**config.mk**
```make
export PLATFORM = sky130hd
export DESIGN_NAME = addr_gen_unit
export DESIGN_NICKNAME = d
export VERILOG_FILES = /design/src/rtl/agu_pkg.sv /design/src/rtl/agu_mod_select.sv /design/src/rtl/agu_circ_wrap.sv /design/src/rtl/agu_ea_mux.sv /design/src/rtl/addr_gen_unit.sv
export SDC_FILE = /design/constraint.sdc
export NUM_CORES = 1
export LEC_CHECK = 0
export BUFFER_PORTS_ARGS = -buffer_cell sky130_fd_sc_hd__buf_2
export CAP_MARGIN = 0
export CORE_MARGIN = 8
export CORE_UTILIZATION = 40
export CTS_CLUSTER_DIAMETER = 120
export DETAILED_ROUTE_END_ITERATION = 16
export SLEW_MARGIN = 40
export SYNTH_ARGS = -nofsm -noshare
export SYNTH_HDL_FRONTEND = slang
export SYNTH_SLANG_ARGS = --single-unit
```
**constraint.sdc**
```tcl
create_clock -name clk -period 9.3 [get_ports clk]
set_input_delay 0.93 -clock clk [delete_from_list [all_inputs] [get_ports clk]]
set_output_delay 0.93 -clock clk [all_outputs]
set_load 0.05 [all_outputs]
```
**src/rtl/agu_pkg.sv**
```systemverilog
package agu_pkg;

    localparam int AGU_AW = 32;

    typedef enum logic [3:0] {
        MD_FIX      = 4'd0,
        MD_FIX_SET  = 4'd1,
        MD_FIX_ROFS = 4'd2,
        MD_GP_REL   = 4'd3,
        MD_IND      = 4'd4,
        MD_IND_IMM  = 4'd5,
        MD_IND_ROFS = 4'd6,
        MD_PINC_IMM = 4'd7,
        MD_PINC_MOD = 4'd8,
        MD_CIRC_IMM = 4'd9,
        MD_CIRC_MOD = 4'd10,
        MD_BREV     = 4'd11
    } agu_mode_e;

    typedef struct packed {
        logic [AGU_AW-1:0] ea;
        logic [AGU_AW-1:0] wb_data;
        logic              wb_en;
    } agu_result_t;

    function automatic logic mode_writes_back(input logic [3:0] m);
        return (m == MD_FIX_SET) || (m == MD_PINC_IMM) || (m == MD_PINC_MOD) ||
               (m == MD_CIRC_IMM) || (m == MD_CIRC_MOD) || (m == MD_BREV);
    endfunction

endpackage

```
**src/rtl/agu_mod_select.sv**
```systemverilog
module agu_mod_select
    import agu_pkg::*;
#(
    parameter int AW    = AGU_AW,
    parameter int LEN_W = 17
) (
    input  logic [AW-1:0] mod0,
    input  logic [AW-1:0] mod1,
    input  logic          msel,
    output logic [AW-1:0] mod_val,
    output logic [AW-1:0] circ_len,
    output logic [AW-1:0] circ_step
);
    localparam int STEP_W = AW - LEN_W;

    always_comb begin
        mod_val   = msel ? mod1 : mod0;
        circ_len  = {{STEP_W{1'b0}}, mod_val[LEN_W-1:0]};
        circ_step = {{LEN_W{mod_val[AW-1]}}, mod_val[AW-1:LEN_W]};
    end
endmodule

```
**src/rtl/agu_circ_wrap.sv**
```systemverilog
module agu_circ_wrap
    import agu_pkg::*;
#(
    parameter int AW = AGU_AW
) (
    input  logic [AW-1:0] ptr,
    input  logic [AW-1:0] step,
    input  logic [AW-1:0] start,
    input  logic [AW-1:0] len,
    output logic [AW-1:0] next_ptr
);
    logic [AW-1:0] raw;
    logic [AW-1:0] limit;

    always_comb begin
        raw   = ptr + step;
        limit = start + len;
        if (raw >= limit)      next_ptr = raw - len;
        else if (raw < start)  next_ptr = raw + len;
        else                   next_ptr = raw;
    end

    // a pointer inside a non-empty buffer, stepped by less than its length, stays inside
    always_comb begin
        if (len != '0 && limit > start && ptr >= start && ptr < limit &&
            $signed(step) < $signed(len) && $signed(step) > -$signed(len)) begin
            p_circ_range_r7: assert (next_ptr >= start && next_ptr < limit);
        end
    end
endmodule

```
**src/rtl/agu_ea_mux.sv**
```systemverilog
module agu_ea_mux
    import agu_pkg::*;
#(
    parameter int AW     = AGU_AW,
    parameter int SH_W   = 2,
    parameter int REV_W  = 16
) (
    input  logic [3:0]    mode,
    input  logic [AW-1:0] base,
    input  logic [AW-1:0] ofs,
    input  logic [SH_W-1:0] sh_amt,
    input  logic [AW-1:0] imm,
    input  logic [AW-1:0] gp,
    input  logic [AW-1:0] mod_val,
    input  logic [AW-1:0] circ_step,
    input  logic [AW-1:0] circ_next_imm,
    input  logic [AW-1:0] circ_next_mod,
    output agu_result_t   res
);
    logic [AW-1:0]    scaled;
    logic [REV_W-1:0] rev_low;

    genvar gi;
    generate
        for (gi = 0; gi < REV_W; gi++) begin : g_rev
            assign rev_low[gi] = base[REV_W-1-gi];
        end
    endgenerate

    assign scaled = ofs << sh_amt;

    always_comb begin
        res.ea      = base;
        res.wb_data = base;
        res.wb_en   = mode_writes_back(mode);
        unique case (mode)
            MD_FIX:      res.ea = imm;
            MD_FIX_SET:  begin res.ea = imm; res.wb_data = imm; end
            MD_FIX_ROFS: res.ea = imm + scaled;
            MD_GP_REL:   res.ea = gp + imm;
            MD_IND:      res.ea = base;
            MD_IND_IMM:  res.ea = base + imm;
            MD_IND_ROFS: res.ea = base + scaled;
            MD_PINC_IMM: res.wb_data = base + imm;
            MD_PINC_MOD: res.wb_data = base + mod_val;
            MD_CIRC_IMM: res.wb_data = circ_next_imm;
            MD_CIRC_MOD: res.wb_data = circ_next_mod;
            MD_BREV: begin
                res.ea      = {base[AW-1:REV_W], rev_low};
                res.wb_data = base + mod_val;
            end
            default: res.ea = base;
        endcase
    end

    // circ_step is consumed by the wrap unit; keep the input observed here for width checks
    logic unused_step;
    assign unused_step = ^circ_step;
endmodule

```
**src/rtl/addr_gen_unit.sv**
```systemverilog
module addr_gen_unit
    import agu_pkg::*;
#(
    parameter int LEN_W = 17,
    parameter int SH_W  = 2,
    parameter int REV_W = 16
) (
    input  logic                clk,
    input  logic                rst,
    input  logic                in_valid,
    input  logic [3:0]          mode,
    input  logic [AGU_AW-1:0]   base,
    input  logic [AGU_AW-1:0]   ofs,
    input  logic [SH_W-1:0]     sh_amt,
    input  logic [AGU_AW-1:0]   imm,
    input  logic [AGU_AW-1:0]   gp,
    input  logic [AGU_AW-1:0]   mod0,
    input  logic [AGU_AW-1:0]   mod1,
    input  logic                msel,
    input  logic [AGU_AW-1:0]   cstart,
    output logic                out_valid,
    output logic [AGU_AW-1:0]   ea,
    output logic [AGU_AW-1:0]   wb_data,
    output logic                wb_en
);
    localparam int AW = AGU_AW;

    logic [AW-1:0] mod_val, circ_len, circ_step;
    logic [AW-1:0] circ_next_imm, circ_next_mod;
    agu_result_t   comb_res;

    agu_mod_select #(.AW(AW), .LEN_W(LEN_W)) u_msel (
        .mod0(mod0), .mod1(mod1), .msel(msel),
        .mod_val(mod_val), .circ_len(circ_len), .circ_step(circ_step)
    );

    agu_circ_wrap #(.AW(AW)) u_wrap_imm (
        .ptr(base), .step(imm), .start(cstart), .len(circ_len),
        .next_ptr(circ_next_imm)
    );

    agu_circ_wrap #(.AW(AW)) u_wrap_mod (
        .ptr(base), .step(circ_step), .start(cstart), .len(circ_len),
        .next_ptr(circ_next_mod)
    );

    agu_ea_mux #(.AW(AW), .SH_W(SH_W), .REV_W(REV_W)) u_mux (
        .mode(mode), .base(base), .ofs(ofs), .sh_amt(sh_amt), .imm(imm),
        .gp(gp), .mod_val(mod_val), .circ_step(circ_step),
        .circ_next_imm(circ_next_imm), .circ_next_mod(circ_next_mod),
        .res(comb_res)
    );

    always_ff @(posedge clk) begin
        if (rst) begin
            out_valid <= 1'b0;
            ea        <= '0;
            wb_data   <= '0;
            wb_en     <= 1'b0;
        end else begin
            out_valid <= in_valid;
            wb_en     <= in_valid & comb_res.wb_en;
            if (in_valid) begin
                ea      <= comb_res.ea;
                wb_data <= comb_res.wb_data;
            end
        end
    end

    p_lat_on_r2: assert property (@(posedge clk) disable iff (rst)
        in_valid |=> out_valid);
    p_lat_off_r2: assert property (@(posedge clk) disable iff (rst)
        !in_valid |=> (!out_valid && !wb_en));
    p_no_wb_r9: assert property (@(posedge clk) disable iff (rst)
        (in_valid && (mode == 4'd0 || (mode >= 4'd2 && mode <= 4'd6) || mode >= 4'd12))
        |=> !wb_en);
    p_post_ea_r6: assert property (@(posedge clk) disable iff (rst)
        (in_valid && (mode == 4'd7 || mode == 4'd8)) |=> (ea == $past(base) && wb_en));
    p_brev_hi_r8: assert property (@(posedge clk) disable iff (rst)
        (in_valid && mode == 4'd11) |=> (ea[AW-1:REV_W] == $past(base[AW-1:REV_W])));
endmodule

```
==> metrics.txt <==
status finished clean; CP max-delay cell or4_4; worst slew pin tran 896.9 ps; worst hold path class reg -> reg; Sequential Power Share 0.088; initial core utilization 0.4016; Comb power frac 0.808; Sink Count 66; Die ar. 62750 µm²; Layout Nets 3827; Synth async-reset ratio 0; Clock Pin Slew Worst Setup and Hold Paths 60 ps; Peak VDD IR 0.1023 mV; Clock Path Buffers 2; Post-Syn Area 22000 µm²; syn_area_per_cell 7.422 µm²; Reg2Reg Setup Slack 7850 ps; vias in the first global route 24660; CTS tree built; worst hold path endpoint wb_data[7]; largest net degree at the start of global routing 57; drt wl/cell 25.47 µm; setup TNS 0 ps; clk root buf clkbuf_16; Sw Ratio 0.5590; Hold Startpoint wb_data[7]; reg2reg start wb_data[24]; Final Hold Fails 0; Antenna Violating Nets Remaining 0; FILL cells 5565; DRC 0; Hold Crit Depth 2; Clk pwr share 0.104; Psw 2.078 mW; DR iter-0 viols 2223; Syn. warnings 0; CP arrival 8400 ps; DR vias/cell 6.421; vias 25230; WS Path Type in -> reg; wirelength, routed 100.1 mm; # diodes 0; Cells after Synth 2964; LEAKAGE 11.45 nW; main flop type after synthesis dfxtp_1; post-route insts no fill 3929; Seq/Total Area, Yosys 0.06006; CTS Hold Bufs 0; Layout Utilization 0.4523; number of antenna violations at the first check in global routing 3; clock buffers created by TritonCTS 9; Core Region 54770 µm²; Int Pwr 1.640 mW; Synth Register Bits 66; CP cell instances buf_2 -> buf_4 -> mux2i_1 -> inv_1 -> ha_1 -> a211oi_1 -> nand2_1 -> a41oi_1 -> or3b_1 -> or4_1 -> nor3b_1 -> xnor2_1 -> ha_1 -> nand4_1 -> nor3_1 -> a221o_1 -> a31o_2 -> o41a_1 -> nand2_2 -> or4_4 -> o32a_1 -> and3_4 -> a2111oi_2 -> a211oi_2; Post-DP HPWL 83.92 mm; share of the synthesized area in the top cell type 0.2059; grt total ovfl 0; Worst Hold Margin 451.3 ps; H-tree levels 3; Distinct cells, synth 101; CP max stage delay 600 ps; Post-synth EDFFs 0; worst reg2reg endpoint wb_data[24]; highest net fanout along the worst path 20; Worst setup SP type input port; IO Pins 300; CP Buf/Inv Count 3; global-route wire length before repair 149.4 mm; Peak Freq 122.4 MHz; # rows 86; Yosys top cell by area ha_1; Final GP Congestion 0.9929; delay-heaviest family, CP simple AND/OR/NAND/NOR gates; # placed instances 3914; TritonRoute pass-1 iters 6; synth top area cells ha_1 (21%), a21oi_1 (6.3%), dfxtp_1 (6.0%); cell mode on critical path ha_1; worst skew pair latency 370 ps; crit share post-route 0.8788; # port buffers 299; die width 250.5 µm; crit path capture type flop; CP required 9520 ps; All-Layer GR Usage 0.3034; area grow syn2layout 12.62%; Power Total 3.718 mW; Layout Skew 0 ps; min cycle time layout 8173 ps; die height 250.5 µm; number of post-CTS setup repair buffers 0; maxcap violations 0; Mapped Nets 3570; Max-slew headroom 0.4005; CTS-repair resized insts 0; PwrDens 150.1 nW/µm²; Slew Viols, Final 0; layout cells sized above 1 0.1600; Setup violations, final 0; R2R depth 5; unrepaired setup endpoints after global routing false
-- per-stage QoR --
stage	setup WS [ps]	instance area (µm²)
after floorplan	1914	22000
after global placement	896.9	24420
after detailed placement	809.3	24460
after CTS	1193	24760
after global routing	734.0	24770
final	1127	24770
-- area by class of cell --
class,count,area [µm²],area share
multi-input cells,2619,19650,0.7932
repair buffers,367,2022,0.08162
flip-flops and latches,66,1321,0.05334
well taps,704,880.8,0.03556
inverters,158,593.1,0.02394
clock buffers,13,270.3,0.01091
clock inverters,2,35.03,0.001414
-- worst max-delay path by stage --
| stage | startpoint | cells past startpoint | to | slack (ps) |
|---|---|---|---|---|
| 5_1_grt | msel | 24 | wb_data[30] | 730 |
| 2_1_floorplan | msel | 27 | wb_data[30] | 1910 |
| 3_3_place_gp | msel | 24 | wb_data[30] | 900 |
| 6_report | msel | 24 | wb_data[30] | 1130 |
| 3_5_place_dp | msel | 24 | wb_data[30] | 810 |
| 4_1_cts | msel | 24 | wb_data[30] | 1190 |
-- cells by family after synthesis --
kind of cell / share of synthesized area
AOI/OAI and AO/OA: 0.3338
and+or+nand+nor: 0.1914
adders and majority gates: 0.2150
buffers and inverters: 0.04977
xor gates and xnor gates: 0.08225
muxes: 0.06769
DFF: 0.06006
-- worst min-delay path, cell delays in order (launching register included) --
cell     delay (ps)
dfxtp_1         310
nand2_1          60
nand2_1          40
-- power by group through the flow --
stage               registers (mW)  clock network [mW]  logic, mW
floorplan                    0.409                   0       1.93
global placement             0.332                   0       2.89
detailed placement           0.332                   0       2.91
CTS                          0.327               0.394       2.93
global route                 0.329               0.402       3.25
finish                       0.327               0.388       3.00
-- state kept, by name, summed over array words and instances (netlist names) --
register and cells:
ea 32, out_valid 1, wb_data 32, wb_en 1
-- layer usage --
layer | wire length [µm] | share of wire | vias to the layer above | GRT usage
li1 | - | - | 11790 | -
met1 | 45330 | 0.45 | 12090 | 0.4161
met2 | 43400 | 0.43 | 1173 | 0.4782
met3 | 8049 | 0.080 | 160 | 0.04985
met4 | 3266 | 0.033 | 6 | 0.1003
met5 | 36 | 0.00036 | - | 0
-- cell usage in the layout (no fill, tap or decap), types with 33 or more instances in the layout --
cell type / instances
a211oi_1: 38
a21o_1: 139
a21oi_1: 277
a221oi_1: 60
buf_2: 298
buf_4: 68
dfxtp_1: 66
ha_1: 362
inv_1: 157
mux2_2: 46
mux2i_1: 33
nand2_1: 213
nand2b_1: 51
nand3_1: 71
nand4_1: 34
nor2_1: 214
nor2b_1: 36
nor3_1: 82
o211ai_1: 42
o21a_1: 33
o21ai_0: 188
o21bai_1: 35
xnor2_1: 126
xor2_1: 72
-- cell usage after synthesis, drive strengths merged (24+ instances only) --
cell	number
a221o	25
nand4	34
clkbuf	100
ha	362
dfxtp	66
nor2b	36
nand2	214
a21oi	279
nand3	72
a221oi	60
mux2i	34
a21o	139
and3	33
xor2	73
o21a	33
mux4	28
xnor2	131
o21ai	200
nand2b	51
nor2	215
a2111oi	24
o211ai	42
or3	25
o21bai	35
mux2	46
inv	158
nor3	86
a211oi	41
(Power assumes the default switching activity.)
